## config.mk

```make
export PLATFORM = sky130hd
export DESIGN_NAME = ep_slide_alloc
export DESIGN_NICKNAME = d
export VERILOG_FILES = /design/src/rtl/ep_alloc_pkg.sv /design/src/rtl/ep_region_size.sv /design/src/rtl/ep_change_pick.sv /design/src/rtl/ep_slot.sv /design/src/rtl/ep_slide_alloc.sv
export SDC_FILE = /design/constraint.sdc
export NUM_CORES = 1
export LEC_CHECK = 0
export CORE_ASPECT_RATIO = 0.75
export CORE_MARGIN = 1.5
export CORE_UTILIZATION = 50
export DETAILED_ROUTE_END_ITERATION = 10
export PLACE_DENSITY = 0.8
export SKIP_LAST_GASP = 1
export SLEW_MARGIN = 0
export SYNTH_ARGS = -nofsm -noshare
export SYNTH_HDL_FRONTEND = slang
export SYNTH_HIERARCHICAL = 1
export SYNTH_SLANG_ARGS = --single-unit
```

## constraint.sdc

```tcl
create_clock -name clk -period 3.9 [get_ports clk]
set_clock_uncertainty 0.2 [all_clocks]
set_input_delay 0.78 -clock clk [delete_from_list [all_inputs] [get_ports clk]]
set_output_delay 0.78 -clock clk [all_outputs]
set_load 0.05 [all_outputs]
```

## src/rtl/ep_alloc_pkg.sv

```systemverilog
package ep_alloc_pkg;
   localparam int CODE_W     = 3;
   localparam int MIN_PKT    = 8;
   localparam int MAX_PKT    = MIN_PKT << ((1 << CODE_W) - 1);
   localparam int MAX_REGION = MAX_PKT * 2;
endpackage

```

## src/rtl/ep_region_size.sv

```systemverilog
module ep_region_size #(
   parameter int  CODE_W       = 3,
   parameter int  OUT_W        = 14,
   parameter int  MIN_PKT      = 8,
   parameter bit  DUAL_BANK_EN = 1'b1
) (
   input  logic [CODE_W-1:0] code_i,
   input  logic              dual_i,
   output logic [OUT_W-1:0]  bytes_o
);
   logic [OUT_W-1:0] pkt;

   assign pkt = OUT_W'(MIN_PKT) << code_i;

   generate
      if (DUAL_BANK_EN) begin : g_dual
         assign bytes_o = dual_i ? (pkt << 1) : pkt;
      end else begin : g_single
         logic unused_dual;
         assign unused_dual = dual_i;
         assign bytes_o     = pkt;
      end
   endgenerate
endmodule

```

## src/rtl/ep_change_pick.sv

```systemverilog
module ep_change_pick #(
   parameter int N     = 7,
   parameter int IDX_W = 3
) (
   input  logic [N-1:0]     req_i,
   output logic             vld_o,
   output logic [IDX_W-1:0] idx_o
);
   always_comb begin
      vld_o = 1'b0;
      idx_o = '0;
      for (int i = N - 1; i >= 0; i--) begin
         if (req_i[i]) begin
            vld_o = 1'b1;
            idx_o = IDX_W'(i);
         end
      end
   end
endmodule

```

## src/rtl/ep_slot.sv

```systemverilog
module ep_slot #(
   parameter int ADDR_W = 14
) (
   input  logic              clk,
   input  logic              rst_n,
   input  logic              self_hit_i,
   input  logic              below_hit_i,
   input  logic              req_i,
   input  logic              below_req_i,
   input  logic [ADDR_W-1:0] new_base_i,
   input  logic [ADDR_W-1:0] req_size_i,
   input  logic [ADDR_W-1:0] below_new_end_i,
   input  logic [ADDR_W-1:0] below_base_i,
   input  logic              cfg_wr_i,
   output logic              alloc_o,
   output logic [ADDR_W-1:0] base_o,
   output logic [ADDR_W-1:0] size_o,
   output logic              lost_o
);
   logic slide;

   assign slide = below_hit_i && alloc_o;

   always_ff @(posedge clk or negedge rst_n) begin
      if (!rst_n) begin
         alloc_o <= 1'b0;
         base_o  <= '0;
         size_o  <= '0;
         lost_o  <= 1'b0;
      end else begin
         if (self_hit_i) begin
            alloc_o <= req_i;
            if (req_i) begin
               base_o <= new_base_i;
               size_o <= req_size_i;
            end else begin
               size_o <= '0;
            end
         end else if (slide) begin
            base_o <= below_req_i ? below_new_end_i : below_base_i;
         end
         if (slide) lost_o <= 1'b1;
         else if (cfg_wr_i) lost_o <= 1'b0;
      end
   end

   assert_alloc_base_R3: assert property (@(posedge clk) disable iff (!rst_n)
      (self_hit_i && req_i) |=> (base_o == $past(new_base_i)));
   assert_free_size_R5: assert property (@(posedge clk) disable iff (!rst_n)
      (self_hit_i && !req_i) |=> (size_o == '0));
   assert_base_hold_R6: assert property (@(posedge clk) disable iff (!rst_n)
      (!self_hit_i && !below_hit_i) |=> $stable(base_o));
   assert_lost_cause_R4: assert property (@(posedge clk) disable iff (!rst_n)
      $rose(lost_o) |-> $past(below_hit_i));
   assert_lost_clear_R8: assert property (@(posedge clk) disable iff (!rst_n)
      (cfg_wr_i && !below_hit_i) |=> !lost_o);
endmodule

```

## src/rtl/ep_slide_alloc.sv

```systemverilog
module ep_slide_alloc #(
   parameter int NUM_EP       = 7,
   parameter int RAM_BYTES    = 512,
   parameter bit DUAL_BANK_EN = 1'b1,
   localparam int CODE_W      = ep_alloc_pkg::CODE_W,
   localparam int ADDR_W      = $clog2(NUM_EP * ep_alloc_pkg::MAX_REGION + 1)
) (
   input  logic                     clk,
   input  logic                     rst_n,
   input  logic [NUM_EP-1:0]        alloc_i,
   input  logic [CODE_W*NUM_EP-1:0] size_code_i,
   input  logic [NUM_EP-1:0]        dual_bank_i,
   input  logic [NUM_EP-1:0]        cfg_wr_i,
   output logic [ADDR_W*NUM_EP-1:0] base_o,
   output logic [ADDR_W*NUM_EP-1:0] end_o,
   output logic [NUM_EP-1:0]        overflow_o,
   output logic [NUM_EP-1:0]        cfg_ok_o,
   output logic [NUM_EP-1:0]        data_lost_o
);
   localparam int IDX_W = $clog2(NUM_EP);

   generate
      if (NUM_EP < 2 || NUM_EP > 16) begin : g_bad_count
         $error("NUM_EP must lie in 2..16");
      end
      if (RAM_BYTES < ep_alloc_pkg::MIN_PKT || (RAM_BYTES % ep_alloc_pkg::MIN_PKT) != 0) begin : g_bad_ram
         $error("RAM_BYTES must be a nonzero multiple of the minimum packet");
      end
      if (RAM_BYTES > NUM_EP * ep_alloc_pkg::MAX_REGION) begin : g_big_ram
         $error("RAM_BYTES exceeds the address range");
      end
   endgenerate

   logic [NUM_EP-1:0] alloc_q;
   logic [NUM_EP-1:0] chg;
   logic              pick_vld;
   logic [IDX_W-1:0]  pick_idx;
   logic [ADDR_W-1:0] base_q   [NUM_EP];
   logic [ADDR_W-1:0] size_q   [NUM_EP];
   logic [ADDR_W-1:0] end_w    [NUM_EP];
   logic [ADDR_W-1:0] req_size [NUM_EP];
   logic [ADDR_W-1:0] new_base [NUM_EP];
   logic [ADDR_W-1:0] new_end  [NUM_EP];

   assign chg = alloc_i ^ alloc_q;

   ep_change_pick #(.N(NUM_EP), .IDX_W(IDX_W)) u_pick (
      .req_i (chg),
      .vld_o (pick_vld),
      .idx_o (pick_idx)
   );

   for (genvar j = 0; j < NUM_EP; j++) begin : g_ep
      logic self_hit;

      ep_region_size #(
         .CODE_W      (CODE_W),
         .OUT_W       (ADDR_W),
         .MIN_PKT     (ep_alloc_pkg::MIN_PKT),
         .DUAL_BANK_EN(DUAL_BANK_EN)
      ) u_size (
         .code_i  (size_code_i[j*CODE_W +: CODE_W]),
         .dual_i  (dual_bank_i[j]),
         .bytes_o (req_size[j])
      );

      assign self_hit   = pick_vld && (pick_idx == IDX_W'(j));
      assign end_w[j]   = base_q[j] + size_q[j];
      assign new_end[j] = new_base[j] + req_size[j];

      if (j == 0) begin : g_first
         assign new_base[j] = '0;
         ep_slot #(.ADDR_W(ADDR_W)) u_slot (
            .clk             (clk),
            .rst_n           (rst_n),
            .self_hit_i      (self_hit),
            .below_hit_i     (1'b0),
            .req_i           (alloc_i[j]),
            .below_req_i     (1'b0),
            .new_base_i      (new_base[j]),
            .req_size_i      (req_size[j]),
            .below_new_end_i ('0),
            .below_base_i    ('0),
            .cfg_wr_i        (cfg_wr_i[j]),
            .alloc_o         (alloc_q[j]),
            .base_o          (base_q[j]),
            .size_o          (size_q[j]),
            .lost_o          (data_lost_o[j])
         );
      end else begin : g_upper
         logic below_hit;
         assign new_base[j] = end_w[j-1];
         assign below_hit   = pick_vld && (pick_idx == IDX_W'(j - 1));
         ep_slot #(.ADDR_W(ADDR_W)) u_slot (
            .clk             (clk),
            .rst_n           (rst_n),
            .self_hit_i      (self_hit),
            .below_hit_i     (below_hit),
            .req_i           (alloc_i[j]),
            .below_req_i     (alloc_i[j-1]),
            .new_base_i      (new_base[j]),
            .req_size_i      (req_size[j]),
            .below_new_end_i (new_end[j-1]),
            .below_base_i    (base_q[j-1]),
            .cfg_wr_i        (cfg_wr_i[j]),
            .alloc_o         (alloc_q[j]),
            .base_o          (base_q[j]),
            .size_o          (size_q[j]),
            .lost_o          (data_lost_o[j])
         );
      end

      assign base_o[j*ADDR_W +: ADDR_W] = base_q[j];
      assign end_o[j*ADDR_W +: ADDR_W]  = end_w[j];
      assign overflow_o[j] = alloc_q[j] && (end_w[j] > ADDR_W'(RAM_BYTES));
      assign cfg_ok_o[j]   = alloc_q[j] && (end_w[j] <= ADDR_W'(RAM_BYTES));
   end

   assert_one_change_R9: assert property (@(posedge clk) disable iff (!rst_n)
      $countones(alloc_q ^ $past(alloc_q)) <= 1);
   assert_ep0_origin_R3: assert property (@(posedge clk) disable iff (!rst_n)
      base_o[ADDR_W-1:0] == '0);
   assert_flag_excl_R7: assert property (@(posedge clk) disable iff (!rst_n)
      (overflow_o & cfg_ok_o) == '0);
endmodule

```

-- Word-level counts from Yosys, hierarchy flattened
Index checks and enable logic that the tools add are counted.
- output and inout port bits: 217
- memories kept: 0
- bits in read-only memories: 0
- register bits: 195
- bits in writable memories: 0
- bits in latches: 0
- multipliers: 0
- shift-type cells: 7
- reductions and logical operators: 46
- eq/ne operators: 12
- bitwise logic cells: 1
- mux-type cells: 63
- add/sub/neg operators: 11
- divide/modulo/power cells: 0
- magnitude comparators: 14
- operator list (cell ; count):
    2-to-1 mux 14 bit ; 37
    adder 14 bit ; 11
    > comparator 14 x 10 -> 1 bit, second input constant ; 7
    less-or-equal comparator 14 x 10 -> 1 bit, second input constant ; 7
    << shifter 4 x 3 -> 14 bit, first input constant ; 7
    logical AND 1 bit ; 27
    nonzero test 2 bit ; 12
    2-to-1 mux 3 bit ; 7
    2-to-1 mux 1 bit ; 19
    inequality test 2 bit, second input constant ; 6
    AND reduction 2 bit ; 6
    equality test 3 bit, second input constant ; 3
    XOR 7 bit ; 1
    equality test 3 x 2 -> 1 bit, second input constant ; 2
    equality test 3 x 1 -> 1 bit, second input constant ; 1
    zero test 3 bit ; 1

-- Depth between registers and ports, before layout
Gate-level depths: netlist (run 1).
- depth after elaboration: 13
- depth in mapped cells: 18

-- By module
Netlist (run 1), hierarchy kept.
- modules (own cells, without submodules) (module ; cells an instance ; times used ; sequential area each (um2) ; area an instance (um2)):
    ep_slot ; 131 ; 7 ; 750.7 ; 1412.6
    ep_slide_alloc ; 970 ; 1 ; 0.0 ; 7221.9
    ep_region_size ; 23 ; 7 ; 0.0 ; 148.9
    ep_change_pick ; 11 ; 1 ; 0.0 ; 66.3

-- Worst setup path after synthesis (run 1)
OpenSTA, ideal clock, no wires.
- path type: register to output
- start: register g_ep[1].g_upper.u_slot.base_o[0]
- end: output overflow_o[1]
- slack: -1.964 ns
- required time: 2.920 ns
- arrival: 4.884 ns
- stages on the path, launching flop included: 10
- path through: dfrtp_1 > ha_1 > fa_1 > a21o_1 > a21o_1 > a21oi_1 > o21a_1 > o311ai_0 > nor3_1 > a31oi_1
- cells in the longest elaborated chain, start to end: 3
- ends and longest elaborated chain (element ; line ; source):
    start: declaration ; ep_slot.sv:16 ; output logic [ADDR_W-1:0] base_o,
    start signal: assignment ; ep_slot.sv:34 ; base_o <= new_base_i;
    start signal: assignment ; ep_slot.sv:40 ; base_o <= below_req_i ? below_new_end_i : below_base_i;
    adder 14 bit ; ep_slide_alloc.sv:68 ; assign end_w[j] = base_q[j] + size_q[j];
    via end_o[26] ; ep_slide_alloc.sv:15 ; output logic [ADDR_W*NUM_EP-1:0] end_o,
    > comparator 14 x 10 -> 1 bit ; ep_slide_alloc.sv:115 ; assign overflow_o[j] = alloc_q[j] && (end_w[j] > ADDR_W'(RAM_BYTES));
    logical AND 1 bit ; ep_slide_alloc.sv:115 ;
    end: declaration ; ep_slide_alloc.sv:16 ; output logic [NUM_EP-1:0] overflow_o,
The timed path passes the listed nets, and every way through them passes these cells.

-- Worst setup path in the final report (run 1)
- start: register g_ep[5].g_upper.u_slot.size_o[0]
- end: output cfg_ok_o[5]
- cells in the longest elaborated chain, start to end: 3
- ends and longest elaborated chain (element ; line ; source):
    start: declaration ; ep_slot.sv:17 ; output logic [ADDR_W-1:0] size_o,
    start signal: assignment ; ep_slot.sv:35 ; size_o <= req_size_i;
    adder 14 bit ; ep_slide_alloc.sv:68 ;
    less-or-equal comparator 14 x 10 -> 1 bit ; ep_slide_alloc.sv:116 ; assign cfg_ok_o[j] = alloc_q[j] && (end_w[j] <= ADDR_W'(RAM_BYTES));
    logical AND 1 bit ; ep_slide_alloc.sv:116 ;
    end: declaration ; ep_slide_alloc.sv:17 ; output logic [NUM_EP-1:0] cfg_ok_o,
Every way passes these cells.

==> results of run 1 <==
sequential cells by signal (all words and copies together), names as in the netlist:
name / flops
g_ep.g_first.u_slot/base_o: 14
g_ep.g_upper.u_slot/lost_o: 6
g_ep.g_first.u_slot/lost_o: 1
g_ep.g_first.u_slot/alloc_o: 1
g_ep.g_first.u_slot/size_o: 14
g_ep.g_upper.u_slot/alloc_o: 6
g_ep.g_upper.u_slot/size_o: 84
g_ep.g_upper.u_slot/base_o: 84
cells in the mapped netlist, types with 21 or more instances:
master     n
nor2_1   217
dfrtp_1  210
ha_1     161
inv_1    153
o21ai_0  153
xnor2_1  100
a221o_1   99
mux2i_1   99
a21oi_1   98
nand3_1   98
nand2_1   81
nor3_1    50
xor2_1    49
buf_4     42
a21o_1    33
buf_6     28
o21a_1    22
buf_2     21
final cells by class:
class / count / area (µm²) / area share (%)
diodes: 3 / 7.507 / 0.02631
inverters: 153 / 586.8 / 2.057
multi-input cells: 1655 / 14810 / 51.91
flip-flops and latches: 210 / 5296 / 18.56
clock buffers: 37 / 709.4 / 2.486
clock inverters: 5 / 61.31 / 0.2149
well taps: 465 / 581.8 / 2.039
repair buffers: 703 / 6477 / 22.70
cell families (layout without fill, tap and decap cells):
group           after synthesis  in the layout  synth area share (%)
simple gates                611            611                 17.58
buf+inv                     266            898                 7.644
mux                         106            106                 5.872
fa+ha+maj                   173            173                 12.38
xor+xnor                    150            150                 7.252
flops                       210            210                 28.84
compound gates              535            535                 20.27
other cells                   8             83                0.1648
layout by cell type, fill, tap and decap left out, types with 36 or more instances in the layout:
master	n
buf_4	417
nor2_1	203
dfrtp_1	177
clkdlybuf4s50_1	170
inv_1	144
o21ai_0	128
ha_1	102
a221o_1	99
mux2i_1	95
nand3_1	92
nand2_1	80
conb_1	80
xnor2_1	66
a21oi_1	54
ha_4	52
buf_6	49
buf_12	41
nor3_1	36
how the worst min path moves through the flow:
stage | endpoint | slack, ns | cells after the start
finish | g_ep[4].g_upper.u_slot/size_o[8]$_DFFE_PN0P_ | 0.07 | 1
global route | g_ep[4].g_upper.u_slot/size_o[9]$_DFFE_PN0P_ | 0.14 | 1
CTS | g_ep[4].g_upper.u_slot/size_o[8]$_DFFE_PN0P_ | 0.13 | 1
detailed placement | g_ep[0].g_first.u_slot/lost_o$_DFFE_PN0P_ | 0.31 | 2
global placement | g_ep[5].g_upper.u_slot/lost_o$_DFFE_PN0P_ | 0.31 | 2
floorplan | g_ep[0].g_first.u_slot/alloc_o$_DFFE_PN0P_ | 0.28 | 0
layer usage:
layer	share of wire [%]	routed length (µm)	up-vias
li1	-	-	8732
met1	40	27710	9462
met2	49	34070	892
met3	6.9	4832	215
met4	4.9	3441	0
met5	0	0	-
per-stage QoR:
stage | cell area (µm²) | setup TNS, ns | hold slack [ns] | worst slack, ns | util (%)
finish | 28530 | -16.03 | 0.06638 | -1.155 | 79.52
global route | 28530 | -22.07 | 0.1396 | -1.266 | 79.51
CTS | 27460 | -13.63 | 0.1328 | -1.151 | 76.51
detailed placement | 25510 | -8.621 | 0.3143 | -0.5906 | 71.10
global placement | 25510 | -6.254 | 0.3087 | -0.5154 | 71.10
floorplan | 20100 | -6.222 | 0.2844 | -1.198 | -
what timing repair did:
item | in CTS | in global routing
setup buffers | 59 | 51
hold buffers | 0 | 0
pin swaps | 95 | 119
gates resized for setup | 172 | 173
setup endpoints to repair | 78 | 77
==> metrics, run 1 <==
status=finished, violations left; violated checks=setup timing; routed len/inst=21.68 µm; total track usage=34.93%; Async SR Flop Fraction=100.0%; Num CTS Buffers=24; fin crit share=129.6%; slowest stage cell, crit path=or4_4; Max Clock Freq=0.1978 GHz; mapped cell area=18220 µm²; Slew HR=32.86%; ranking of synthesized cells by area=dfrtp_1 (29%), ha_1 (11%), a221o_1 (5.4%); Max-cap violations=0; Worst Path Required=2.92 ns; worst-case clock buffer depth=3; M2 GR Usage=59.57%; fin crit period=5.055 ns; largest area contributor in the netlist=dfrtp_1; Tightest Hold Check Type=in2async; met1 Use GR=42.68%; synth unique cells=73; CTS tree=built; worst-case reg-to-reg path depth=18; vias in the first global route=19202; Initial DRC Count=1659; Final Slew Violations=0; final wirelength=70.05 mm; gr ovfl total=0; Fin. Hold Viols=0; top-area cell type share of the netlist area=28.84%; Post-Syn Instances=2059; CP Max Fanout=2; Via density=5.974; Post-synth EDFFs=0; Detail Route Antenna Nets=0; Critical Path AT=4.07 ns; worst flop-to-flop path endpoint=g_ep[4].g_upper.u_slot/base_o[11]$_DFFE_PN0P_; placed instance count=3101; Worst Setup Path Type=reg2out; commonest register cell after synthesis=dfrtp_1; share of layout cells above drive strength 1=34.78%; Synth Register Bits=210; CP top delay family=simple AND/OR/NAND/NOR gates; initial antenna violation count=3; # rows=60; Layout Cells excl Fill=3231; Bufs and invs on worst path=1; logic depth of the worst setup path including buffers=11; CP max stage delay=0.49 ns; Syn Area/Cell=8.848 µm²; routing usage on met3=6.545%; Clock Sinks=210; IO Count=261; DP HPWL=50.93 mm; CP Capture Type=primary output; final setup violation count=57; filler instances=2179; most used cell, CP=or4_4; die height=168.3 µm; drc violations=0; crit start category=register; Die Wd=223.4 µm; area delta synth->final=56.62%; RSZ-0062 raised after global routing=true; IO Port Bufs=260; worst-skew pair later-pin latency=0.56 ns; CP cell instances=ha_4, fa_2, a21o_1, a21oi_4, xnor2_4, or4_4, or4_4, or3_4, a211o_1, nor4b_4, buf_12; Setup crit start=g_ep[5].g_upper.u_slot/size_o[0]$_DFFE_PN0P_; Syn. warnings=6; H-tree depth=1; Worst setup endpoint=cfg_ok_o[5]; pin count of the biggest net entering global routing=86; register area share after synthesis=28.84%; setup ws final=-1.155 ns; die area=37600 µm²; flop2flop setup slack=-0.45 ns; DRT Pass-1 Iters=6; Placer Congestion=0.9704; initial core utilization=50.77%; RR Startpoint=g_ep[2].g_upper.u_slot/size_o[0]$_DFFE_PN0P_; GRT Max-Usage Layer=met2; Reg clk slew, reported paths=0.06 ns; DR vias=19301; Final nets=2964; root buffer cell=clkbuf_16; global-route wire length before repair=104.0 mm; worst slew pin tran=0.9817 ns; Core Region=35880 µm²
Power of run 1 is not shown: default switching activity piles up to over one toggle a cycle in this logic, so the estimate is an artifact.
==> inputs of run 2 (changes only) <==
--- a/config.mk
+++ b/config.mk
@@ -9,6 +9,7 @@
 export CORE_MARGIN = 1.5
 export CORE_UTILIZATION = 50
 export DETAILED_ROUTE_END_ITERATION = 10
+export HOLD_SLACK_MARGIN = 0.02
 export PLACE_DENSITY = 0.8
 export SKIP_LAST_GASP = 1
 export SLEW_MARGIN = 0
==> results of run 2 <==
Same layout as run 1: the final DEF is identical, and so are final timing and power.
Power of run 2 is left out for the same reason.
==> inputs of run 3 (changes only) <==
--- a/config.mk
+++ b/config.mk
@@ -7,11 +7,10 @@
 export LEC_CHECK = 0
 export CORE_ASPECT_RATIO = 0.75
 export CORE_MARGIN = 1.5
-export CORE_UTILIZATION = 50
+export CORE_UTILIZATION = 52
 export DETAILED_ROUTE_END_ITERATION = 10
 export HOLD_SLACK_MARGIN = 0.02
-export PLACE_DENSITY = 0.8
-export SKIP_LAST_GASP = 1
+export PLACE_DENSITY = 0.83
 export SLEW_MARGIN = 0
 export SYNTH_ARGS = -nofsm -noshare
 export SYNTH_HDL_FRONTEND = slang
==> metrics, run 3 (same netlist as run 1, synthesis figures left out) <==
IO Port Bufs=260; fin crit period=5.011 ns; final setup TNS=-16.53 ns; Num CTS Buffers=24; RSZ-0062 raised after global routing=true; fin crit share=128.5%; highest metal layer with signal wires=met4; setup ws final=-1.111 ns; Fin. Hold Viols=0; gr ovfl total=0; CTS hold repair buffers=0; Final Slew Violations=0; Max Clock Freq=0.1996 GHz; Placer Congestion=0.9455; Final nets=2951; Reg clk slew, reported paths=0.06 ns; share of layout cells above drive strength 1=34.97%; worst-case reg-to-reg path depth=21; Clock Sinks=210; die height=165.1 µm; filler instances=1972; Max-cap violations=0; RR Startpoint=g_ep[0].g_first.u_slot/base_o[1]$_DFFE_PN0P_; H-tree depth=1; DRT Pass-1 Iters=7; worst flop-to-flop path endpoint=g_ep[2].g_upper.u_slot/base_o[13]$_DFFE_PN0P_; Tightest Hold Check Type=in2async; initial antenna violation count=0; root buffer cell=clkbuf_16; Worst Path Required=2.92 ns; worst-case clock buffer depth=3; IO Count=261; Detail Route Antenna Nets=0; final setup violation count=55; CP Max Fanout=2; initial core utilization=52.62%; drc violations=0; vias in the first global route=19597; worst-skew pair later-pin latency=0.55 ns; status=finished, violations left; violated checks=setup timing; final wirelength=75.39 mm; Core Region=34620 µm²; Critical Path AT=4.03 ns; crit start category=register; routed len/inst=23.50 µm; Die Wd=219.1 µm; most frequent cells in the layout=buf_4 (398), nor2_1 (199), dfrtp_1 (176); DP HPWL=51.13 mm; # rows=59; met3 routed WL=6.637 mm; CP Capture Type=primary output; area delta synth->final=56.42%; Initial DRC Count=2290; die area=36180 µm²; worst slew pin tran=0.9117 ns; diode count=0; commonest non-fill, non-tap cell in the layout=buf_4; DR vias=20052; wl on met1=27.98 mm; CTS tree=built; total track usage=38.04%; Slew HR=39.22%; Top Registers=g_ep.g_upper.u_slot/base_o x84, g_ep.g_upper.u_slot/size_o x84; pin count of the biggest net entering global routing=94; Worst Setup Path Type=reg2out; Via density=6.251; global-route wire length before repair=107.1 mm; wire length on met2=35.72 mm; flop2flop setup slack=-0.39 ns
-- run 3: layout make-up --
class,count,area (µm²),share of cell area (%)
multi-input cells,1655,14820,52.00
well taps,457,571.8,2.006
inverters,153,590.6,2.072
clock inverters,9,156.4,0.5488
flip-flops and latches,210,5298,18.59
clock buffers,34,688.2,2.415
repair buffers,690,6376,22.37
-- run 3: what timing repair did --
action / in CTS / in global routing
setup endpoints to repair: 67 / 68
resized for setup: 184 / 178
pin swaps: 73 / 86
buffers inserted: 44 / 42
-- run 3: critical path, stage by stage (launching register included) --
cell and delay, ns:
dfrtp_1 0.42, ha_4 0.19, fa_2 0.35, a21o_1 0.19
a21oi_4 0.19, xnor2_4 0.09, or4_4 0.48, or4_4 0.43
or3_4 0.34, a211o_1 0.33, nor4b_4 0.28, buf_12 0.18
-- run 3: how the worst max path moves through the flow --
stage / startpoint / to / slack, ns / cells past startpoint
after floorplan: g_ep[3].g_upper.u_slot/base_o[0]$_DFFE_PN0P_ / cfg_ok_o[3] / -1.20 / 9
after global placement: g_ep[5].g_upper.u_slot/base_o[0]$_DFFE_PN0P_ / cfg_ok_o[5] / -0.49 / 11
after detailed placement: g_ep[5].g_upper.u_slot/size_o[0]$_DFFE_PN0P_ / cfg_ok_o[5] / -0.57 / 11
after CTS: g_ep[5].g_upper.u_slot/size_o[0]$_DFFE_PN0P_ / cfg_ok_o[5] / -1.11 / 11
after global routing: g_ep[5].g_upper.u_slot/size_o[0]$_DFFE_PN0P_ / cfg_ok_o[5] / -1.16 / 11
final: g_ep[5].g_upper.u_slot/size_o[0]$_DFFE_PN0P_ / cfg_ok_o[5] / -1.11 / 11
-- run 3: through the flow --
| stage | cell area (µm²) | worst slack, ns | cells | hold WS [ns] | utilization, % |
|---|---|---|---|---|---|
| after CTS | 27350 | -1.108 | 3172 | 0.1302 | 78.99 |
| after floorplan | 20100 | -1.198 | 2131 | 0.2844 | - |
| after detailed placement | 25380 | -0.5657 | 3088 | 0.3168 | 73.32 |
| after global routing | 28500 | -1.159 | 3208 | 0.1531 | 82.31 |
| after global placement | 25380 | -0.4940 | 3088 | 0.3100 | 73.32 |
| final | 28500 | -1.111 | 3208 | 0.07273 | 82.31 |
-- run 3: routing by layer --
metal	vias up	track usage (%)
met2	1235	64.83
met5	-	0.1389
li1	8699	-
met1	9738	46.37
met3	380	6.593
met4	0	19.83
Power of run 3 is left out for the same reason.
